==> src/rtl/irq_cause_bank.sv <==
module irq_cause_bank #(
  parameter int N = 32,
  parameter bit MASK_ALIAS_READ = 1'b0
) (
  input  logic         clk,
  input  logic         rst_n,
  input  logic [N-1:0] src_pulse,
  input  logic [2:0]   bus_addr,
  input  logic         bus_wr,
  input  logic [N-1:0] bus_wdata,
  input  logic         bus_rd,
  output logic [N-1:0] bus_rdata,
  output logic         irq_out
);

  localparam logic [2:0] A_CTRL  = 3'd0;
  localparam logic [2:0] A_CAUSE = 3'd1;
  localparam logic [2:0] A_VIEW  = 3'd2;
  localparam logic [2:0] A_CSET  = 3'd3;
  localparam logic [2:0] A_MVAL  = 3'd4;
  localparam logic [2:0] A_MSET  = 3'd5;
  localparam logic [2:0] A_MCLR  = 3'd6;
  localparam logic [N-1:0] ZERO  = '0;

  logic [N-1:0] cause_q, mask_q, ctrl_q;
  logic [N-1:0] cause_d, mask_d, view;
  logic [N-1:0] wr_clr, rd_clr, rd_mux;

  wire wr_ctrl  = bus_wr && bus_addr == A_CTRL;
  wire wr_cause = bus_wr && bus_addr == A_CAUSE;
  wire wr_view  = bus_wr && bus_addr == A_VIEW;
  wire wr_cset  = bus_wr && bus_addr == A_CSET;
  wire wr_mval  = bus_wr && bus_addr == A_MVAL;
  wire wr_mset  = bus_wr && bus_addr == A_MSET;
  wire wr_mclr  = bus_wr && bus_addr == A_MCLR;
  wire rd_cause = bus_rd && bus_addr == A_CAUSE;
  wire rd_view  = bus_rd && bus_addr == A_VIEW;

  assign view   = cause_q & ~mask_q;
  assign wr_clr = ((wr_cause ? bus_wdata : ZERO) |
                   (wr_view ? (bus_wdata & ~mask_q) : ZERO)) & ~ctrl_q;
  assign rd_clr = ((rd_cause ? cause_q : ZERO) |
                   (rd_view ? view : ZERO)) & ctrl_q;
  assign cause_d = (cause_q & ~(wr_clr | rd_clr)) |
                   (wr_cset ? bus_wdata : ZERO) | src_pulse;
  assign mask_d  = wr_mval ? bus_wdata :
                   (mask_q | (wr_mset ? bus_wdata : ZERO)) &
                   ~(wr_mclr ? bus_wdata : ZERO);

  always_comb begin
    case (bus_addr)
      A_CTRL:  rd_mux = ctrl_q;
      A_CAUSE: rd_mux = cause_q;
      A_VIEW:  rd_mux = view;
      A_MVAL:  rd_mux = mask_q;
      A_MSET,
      A_MCLR:  rd_mux = MASK_ALIAS_READ ? mask_q : ZERO;
      default: rd_mux = ZERO;
    endcase
  end

  always_ff @(posedge clk) begin
    if (!rst_n) begin
      cause_q   <= '0;
      mask_q    <= '1;
      ctrl_q    <= '0;
      irq_out   <= 1'b0;
      bus_rdata <= '0;
    end else begin
      cause_q <= cause_d;
      mask_q  <= mask_d;
      if (wr_ctrl) ctrl_q <= bus_wdata;
      irq_out <= |(cause_d & ~mask_d);
      if (bus_rd) bus_rdata <= rd_mux;
    end
  end

endmodule

==> config.mk <==
export PLATFORM = sky130hd
export DESIGN_NAME = irq_cause_bank
export DESIGN_NICKNAME = d
export VERILOG_FILES = /design/src/rtl/irq_cause_bank.sv
export SDC_FILE = /design/constraint.sdc
export NUM_CORES = 1
export LEC_CHECK = 0
export BUFFER_PORTS_ARGS = -buffer_cell sky130_fd_sc_hd__buf_4
export CELL_PAD_IN_SITES_DETAIL_PLACEMENT = 1
export CELL_PAD_IN_SITES_GLOBAL_PLACEMENT = 1
export CORE_ASPECT_RATIO = 0.75
export CORE_MARGIN = 2
export CORE_UTILIZATION = 46
export DETAILED_ROUTE_END_ITERATION = 7
export PLACE_DENSITY = 0.92
export SLEW_MARGIN = 25
export SYNTH_ARGS = -nofsm -noshare
export SYNTH_HDL_FRONTEND = slang
export SYNTH_SLANG_ARGS = --single-unit
==> constraint.sdc <==
create_clock -name clk -period 4.45 [get_ports clk]
set_input_delay 0.2225 -clock clk [delete_from_list [all_inputs] [get_ports clk]]
set_output_delay 0.2225 -clock clk [all_outputs]
set_load 0.01 [all_outputs]
==> results.md, run 1 <==
* Clock transition at path regs at 0.06 ns
* Area contributors post-synth: dfxtp_1 (35%), a21oi_1 (13%), nand2_1 (6.5%), nand3b_1 (6.5%), nand2b_1 (5.5%)
* Nets at roughly 1,100
* Async set-or-reset flop fraction in the synthesized netlist at 0%
* Count of yosys warnings during synthesis at 0
* Die X at ~150 µm
* Slew @ Worst Pin at 0.9341 ns
* Wire length of the first global-routing pass at 43.44 mm
* Post-route clock period utilization at 62.26%
* DP Cell Count at 1,188
* Syn avg cell area at 7.637 µm²
* Setup crit end kind: flop
* Crit Path Class: input pin to flop
* Reg-to-reg slack, setup at between 2 and 2.5 ns
* Num CTS Buffers at 17
* Cell type with the largest total area after synthesis: dfxtp_1
* Placed wire-length estimate at 16.66 mm
* Final hold violation count at 0
* Total I/O pin count at between 100 and 150
* CP Data Arrival Time at 3.13 ns
* # H-tree levels at 4
* Longest Clk Path Bufs at 2
* Top Family by Delay on Critical Path: buffers and inverters
* Worst r2r src: mask_q[16]
* Reg-to-reg critical path endpoint: irq_out
* WL final at 27.05 mm
* Most common cell after layout, fill and taps aside: a21oi_1
* Crit. path cell count at 8
* CTS sink count at approximately 130
* Fin crit period at roughly 2.8 ns
* Grt ovf at 0
* Crit path from: bus_addr[1]
* Antenna violations before repair at 0
* CP max-delay cell: and4b_1
* Post-route setup slack at approximately 1.7 ns
* Worst VDD drop at around 0.28 mV
* Final TNS setup at 0 ns
* Sequential area share after synthesis at 35.41%
* CTS tree: built
* # setup viols final at 0
* Max Cap Violations at 0
* HP Class: input pin to flop
* Root Buffer: clkbuf_16
* Post-synth top area share at between 30 and 40%
* Final Cell Area at 8682 µm²
* Flops & latches, synth at 129
* Placed Area at between 8000 and 9000 µm²
* Commonest non-fill, non-tap cells in the layout: a21oi_1 (192), dfxtp_1 (129), nand2_1 (127)
* R2R cell count at 6
* PortBufs at 103
* Required time worst endpoint at 4.81 ns
* Core Region at 15,370 µm²
* Multi-input logic area at 4360 µm²
* Vias per inst at 6.496
* Post-CTS Setup Inserts at 0
* Vias in the first global route at 8,010
* Initial Util at 47.45%
* Cell row count at 39
* CP bufs+invs at 2
* Worst Clk Skew at roughly 0.0052 ns
* DRC Markers at 0
* Critical Path End: irq_out
* Layout area overhead at 19.04%
* Share of cells above drive strength 1 at 15.38%
* Sequential Area at 2582 µm²
* Mapped Area at 7293 µm²
* Placer Congestion at between 0.8 and 0.9
* Die Area at 16,890 µm²
* Die extent in y at 113.0 µm
* Diodes inserted at 0
* Residual antenna-violating net count after detailed routing at 0
* Status: finished, final reports clean
* Hold_ws at 0.02882 ns
* Relative slew slack at 37.73%
* Post-synth EDFFs at 0
* PD cells at about 360 nW/µm²
* Cell mode on critical path: buf_4
* Post-synth top flop: dfxtp_1
* Post-CTS sizing at 0
* Fill cells at around 1,900
* Cell Chain, Critical Path: buf_4 > and4b_1 > buf_4 > o2bb2ai_1 > a21oi_1 > o22ai_1 > nor4_1 > a41oi_1
* Routed via count at 7,919
* Pins Over Slew Limit at 0
* Leakage Power at 2.953 nW
* Clock Latency Late Sink at about 0.44 ns
* Syn nets at slightly above 1,000
* Critical Path Max Stage Delay at around 0.88 ns
* # hold bufs at CTS at 0
* Worst Setup Start Kind: input pin
* Max Fanout on Critical Path at 106
* TritonRoute pass-1 iters at 5
* Fmax at 361.0 MHz
* 1st-iter DRT viols at 600
* Post-Syn Instances at 955
* Finished Layout Cells at 1,219
* Dpl ws at 1.386 ns
* RSZ-0062 raised after global routing: no
* GRT Overall Usage at 32.79%
* Synth cell types at 31
* Wire per inst at 22.19 µm
* Largest net degree at the start of global routing at 107
==> Yosys cell counts, drive strengths merged (2+ instances only) <==
cell     instances
buf             20
clkbuf          69
dfxtp          129
nand2b          64
o21ai           31
o22ai           17
nor3b            2
nand2          127
a21oi          192
nand3b          63
a221o           31
a221oi          32
or3b            31
nor2b           33
o21a             2
nor4             4
nor2            66
o2bb2ai         32
and4b            3
==> through the flow <==
stage          utilization [%]  power [mW]
5_1_grt                  56.48       3.246
3_5_place_dp             52.66       1.736
4_1_cts                  56.48       3.136
3_3_place_gp             52.66       1.717
6_report                 56.48       3.146
2_1_floorplan                -       1.543
==> registers in the layout (all words and copies together), names as in the netlist <==
name       cells
bus_rdata     32
cause_q       32
ctrl_q        32
irq_out        1
mask_q        32
==> metal layers <==
metal	GRT usage, %	vias up	routed length (µm)
met1	42.86	3918	11540
li1	-	3548	-
met5	0	-	0
met2	51.19	376	12410
met4	15.11	0	886
met3	8.024	77	2211
==> worst min-delay path, delay by kind of cell <==
| family | cells | cell delay (ns) |
|---|---|---|
| buffers and inverters | 1 | 0.09 |
| AND/OR/NAND/NOR | 1 | 0.07 |
| AO/OA/AOI/OAI | 1 | 0.04 |
==> cell type report <==
class	count	area share, %
repair buffers	117	10.26
clock inverters	4	0.5188
inverters	1	0.04323
well taps	205	2.954
flip-flops and latches	129	29.74
multi-input cells	736	50.22
clock buffers	27	6.255
==> where the power goes <==
part,internal (mW),leakage [nW],switching [mW],total [mW]
sequential,1.21,1.06,0.0592,1.27
combinational,0.181,1.60,0.278,0.459
clock,0.882,0.295,0.534,1.42
==> how the worst min path moves through the flow <==
stage / startpoint / end / slack (ns) / cells after the start
floorplan: rst_n / mask_q[31] / 0.30 / 1
CTS: src_pulse[18] / cause_q[18] / 0.02 / 3
finish: src_pulse[22] / cause_q[22] / 0.03 / 3
global placement: src_pulse[18] / cause_q[18] / 0.45 / 3
global route: src_pulse[18] / cause_q[18] / 0.02 / 3
detailed placement: src_pulse[22] / cause_q[22] / 0.47 / 3
==> kinds of logic after synthesis <==
kind of cell    after synthesis  share of synthesized area, %
compound gates              339                         29.58
buf+inv                      90                         5.061
flops                       129                         35.41
simple gates                397                         29.95
Power figures use the tool's default switching activity.
==> run 2: changes to the inputs <==
CORE_UTILIZATION = 38   (was 46)
PLACE_DENSITY = 0.82   (was 0.92)
clock period = 2.4 ns   (was 4.45 ns; I/O delays follow)
==> run 2 against run 1 <==
  * Die area rose by 20%
  * Sequential cell count stayed put
  * Total power increased by 96%
  * Register-to-register slack worse by 1.9 ns
  * Clock skew increased by 0.0024 ns
  * Routed wire length is 9.8% higher
==> results.md, run 2 (synthesized netlist as in run 1, its figures left out) <==
* Status: finished, final reports clean
* Grt ovf at 0
* Fin crit period at approximately 2.3 ns
* Most common cell after layout, fill and taps aside: a21oi_1
* 1st-iter DRT viols at 812
* CP bufs+invs at 0
* Post-route clock period utilization at 94.99%
* Vias in the first global route at about 8,500
* Placed wire-length estimate at roughly 19 mm
* Required time worst endpoint at 2.66 ns
* Max Cap Violations at 0
* Fmax at 438.6 MHz
* TritonRoute pass-1 iters at 5
* Num CTS Buffers at 17
* Relative slew slack at 45.56%
* PortBufs at roughly 100
* Residual antenna-violating net count after detailed routing at 0
* Vias per inst at 6.080
* RSZ-0062 raised after global routing: no
* Clock Latency Late Sink at around 0.43 ns
* Share of cells above drive strength 1 at 19.11%
* Antenna violations before repair at 0
* Die extent in y at about 120 µm
* Pins Over Slew Limit at 0
* Total I/O pin count at between 100 and 150
* Worst VDD drop at 0.3949 mV
* Clock transition at path regs at 0.06 ns
* Nets at 1,178
* Longest Clk Path Bufs at 2
* CP Data Arrival Time at 2.54 ns
* CTS tree: built
* Routed via count at ~8,300
* Initial Util at 39.07%
* HP Class: input pin to flop
* Post-CTS Setup Inserts at 0
* Leakage Power at 3.493 nW
* DRC Markers at 0
* Max Fanout on Critical Path at 5
* Root Buffer: clkbuf_16
* Placer Congestion at 0.8190
* Worst Clk Skew at 0.007604 ns
* Hold_ws at 0.008537 ns
* Setup crit end kind: flop
* Uppermost layer routed: met4
* WL final at 29.71 mm
* Slew @ Worst Pin at between 0.8 and 0.9 ns
* Commonest non-fill, non-tap cells in the layout: a21oi_1 (192), buf_4 (158), dfxtp_1 (129)
* Wire length of the first global-routing pass at 46.86 mm
* Top Family by Delay on Critical Path: compound AO/OA/AOI/OAI gates
* # H-tree levels at 4
* Die Area at 20,330 µm²
* CTS sink count at 129
* Largest net degree at the start of global routing at 37
* Met3 routed WL at between 2 and 2.5 mm
* Cell row count at 43
* Fin util at 52.73%
* Met1 WL at about 13 mm
* GRT Overall Usage at 29.89%
* Layout area overhead at 34.98%
* Final hold violation count at 0
* DR WL met2 at about 14 mm
* Diodes inserted at 0
* Wire per inst at 21.73 µm
* Crit Path Class: flop to flop
* Core Region at 18,670 µm²
* CP max-delay cell: a221oi_1
* Crit. path cell count at 6
* R2R cell count at 6
* Final Power at between 6 and 7 mW
* Critical Path Max Stage Delay at 0.37 ns
* Cell Chain, Critical Path: or3b_1 > a221o_1 > a221oi_1 > o22ai_1 > nor4_2 > a41oi_1
* Die X at 164.0 µm
* Hold Path Stages at 3
* Worst Setup Start Kind: flop
* PD cells at 627.8 nW/µm²
* # setup viols final at 0
## run 2: cell types whose count changed in the layout (fill, tap and decap cells not counted), sizes merged
cell	change
bufinv	+2
buf	+53
clkinv	+1
clkinvlp	+2
clkbuf	-4
dlygate4sd3	+52
## run 2: routing by layer
layer | vias up | global-route usage, %
li1 | 3754 | -
met1 | 4154 | 40.37
met2 | 361 | 48.50
met3 | 43 | 5.095
met4 | 0 | 10.42
met5 | - | 0
## run 2: path summary, 6_finish.rpt
check	to	slack [ns]	start
max	irq_out	0.12	mask_q[31]
max reg2reg	irq_out	0.12	mask_q[31]
min reg2reg	ctrl_q[29]	0.49	ctrl_q[29]
min	cause_q[23]	0.009	src_pulse[23]
## run 2: repair_timing
item | CTS | global route
setup endpoints to repair | 0 | 1
resized for setup | 0 | 4
hold buffers | 52 | 0
endpoints found under the hold margin | 48 | 0
## run 2: cell type report
cell class | instances | area, µm²
Tap cell | 247 | 309.0
Multi-Input combinational cell | 736 | 4385
Timing Repair Buffer | 222 | 1947
Inverter | 1 | 3.754
Fill cell | 2223 | 8825
Clock buffer | 23 | 488.0
Clock inverter | 9 | 128.9
Sequential cell | 129 | 2582
## run 2: worst reg2reg max path, delay by kind of cell, from the launching register on
family / cells / cell delay [ns]
compound gates: 4 / 1.09
flops: 1 / 0.34
simple gates: 2 / 0.69
## run 2: per-stage QoR
stage	worst slack [ns]	cells	area, µm²	TNS [ns]
after floorplan	0.4694	955	7293	0
after global placement	-0.1021	1283	8682	-0.1021
after detailed placement	-0.1510	1283	8682	-0.1510
after CTS	0.005033	1367	9819	0
after global routing	0.003147	1367	9844	0
final	0.1202	1367	9844	0
## run 2: report_power, final
part | internal, mW | switching, mW
Clock | 1.74 | 1.03
Sequential | 2.25 | 0.108
Combinational | 0.478 | 0.576
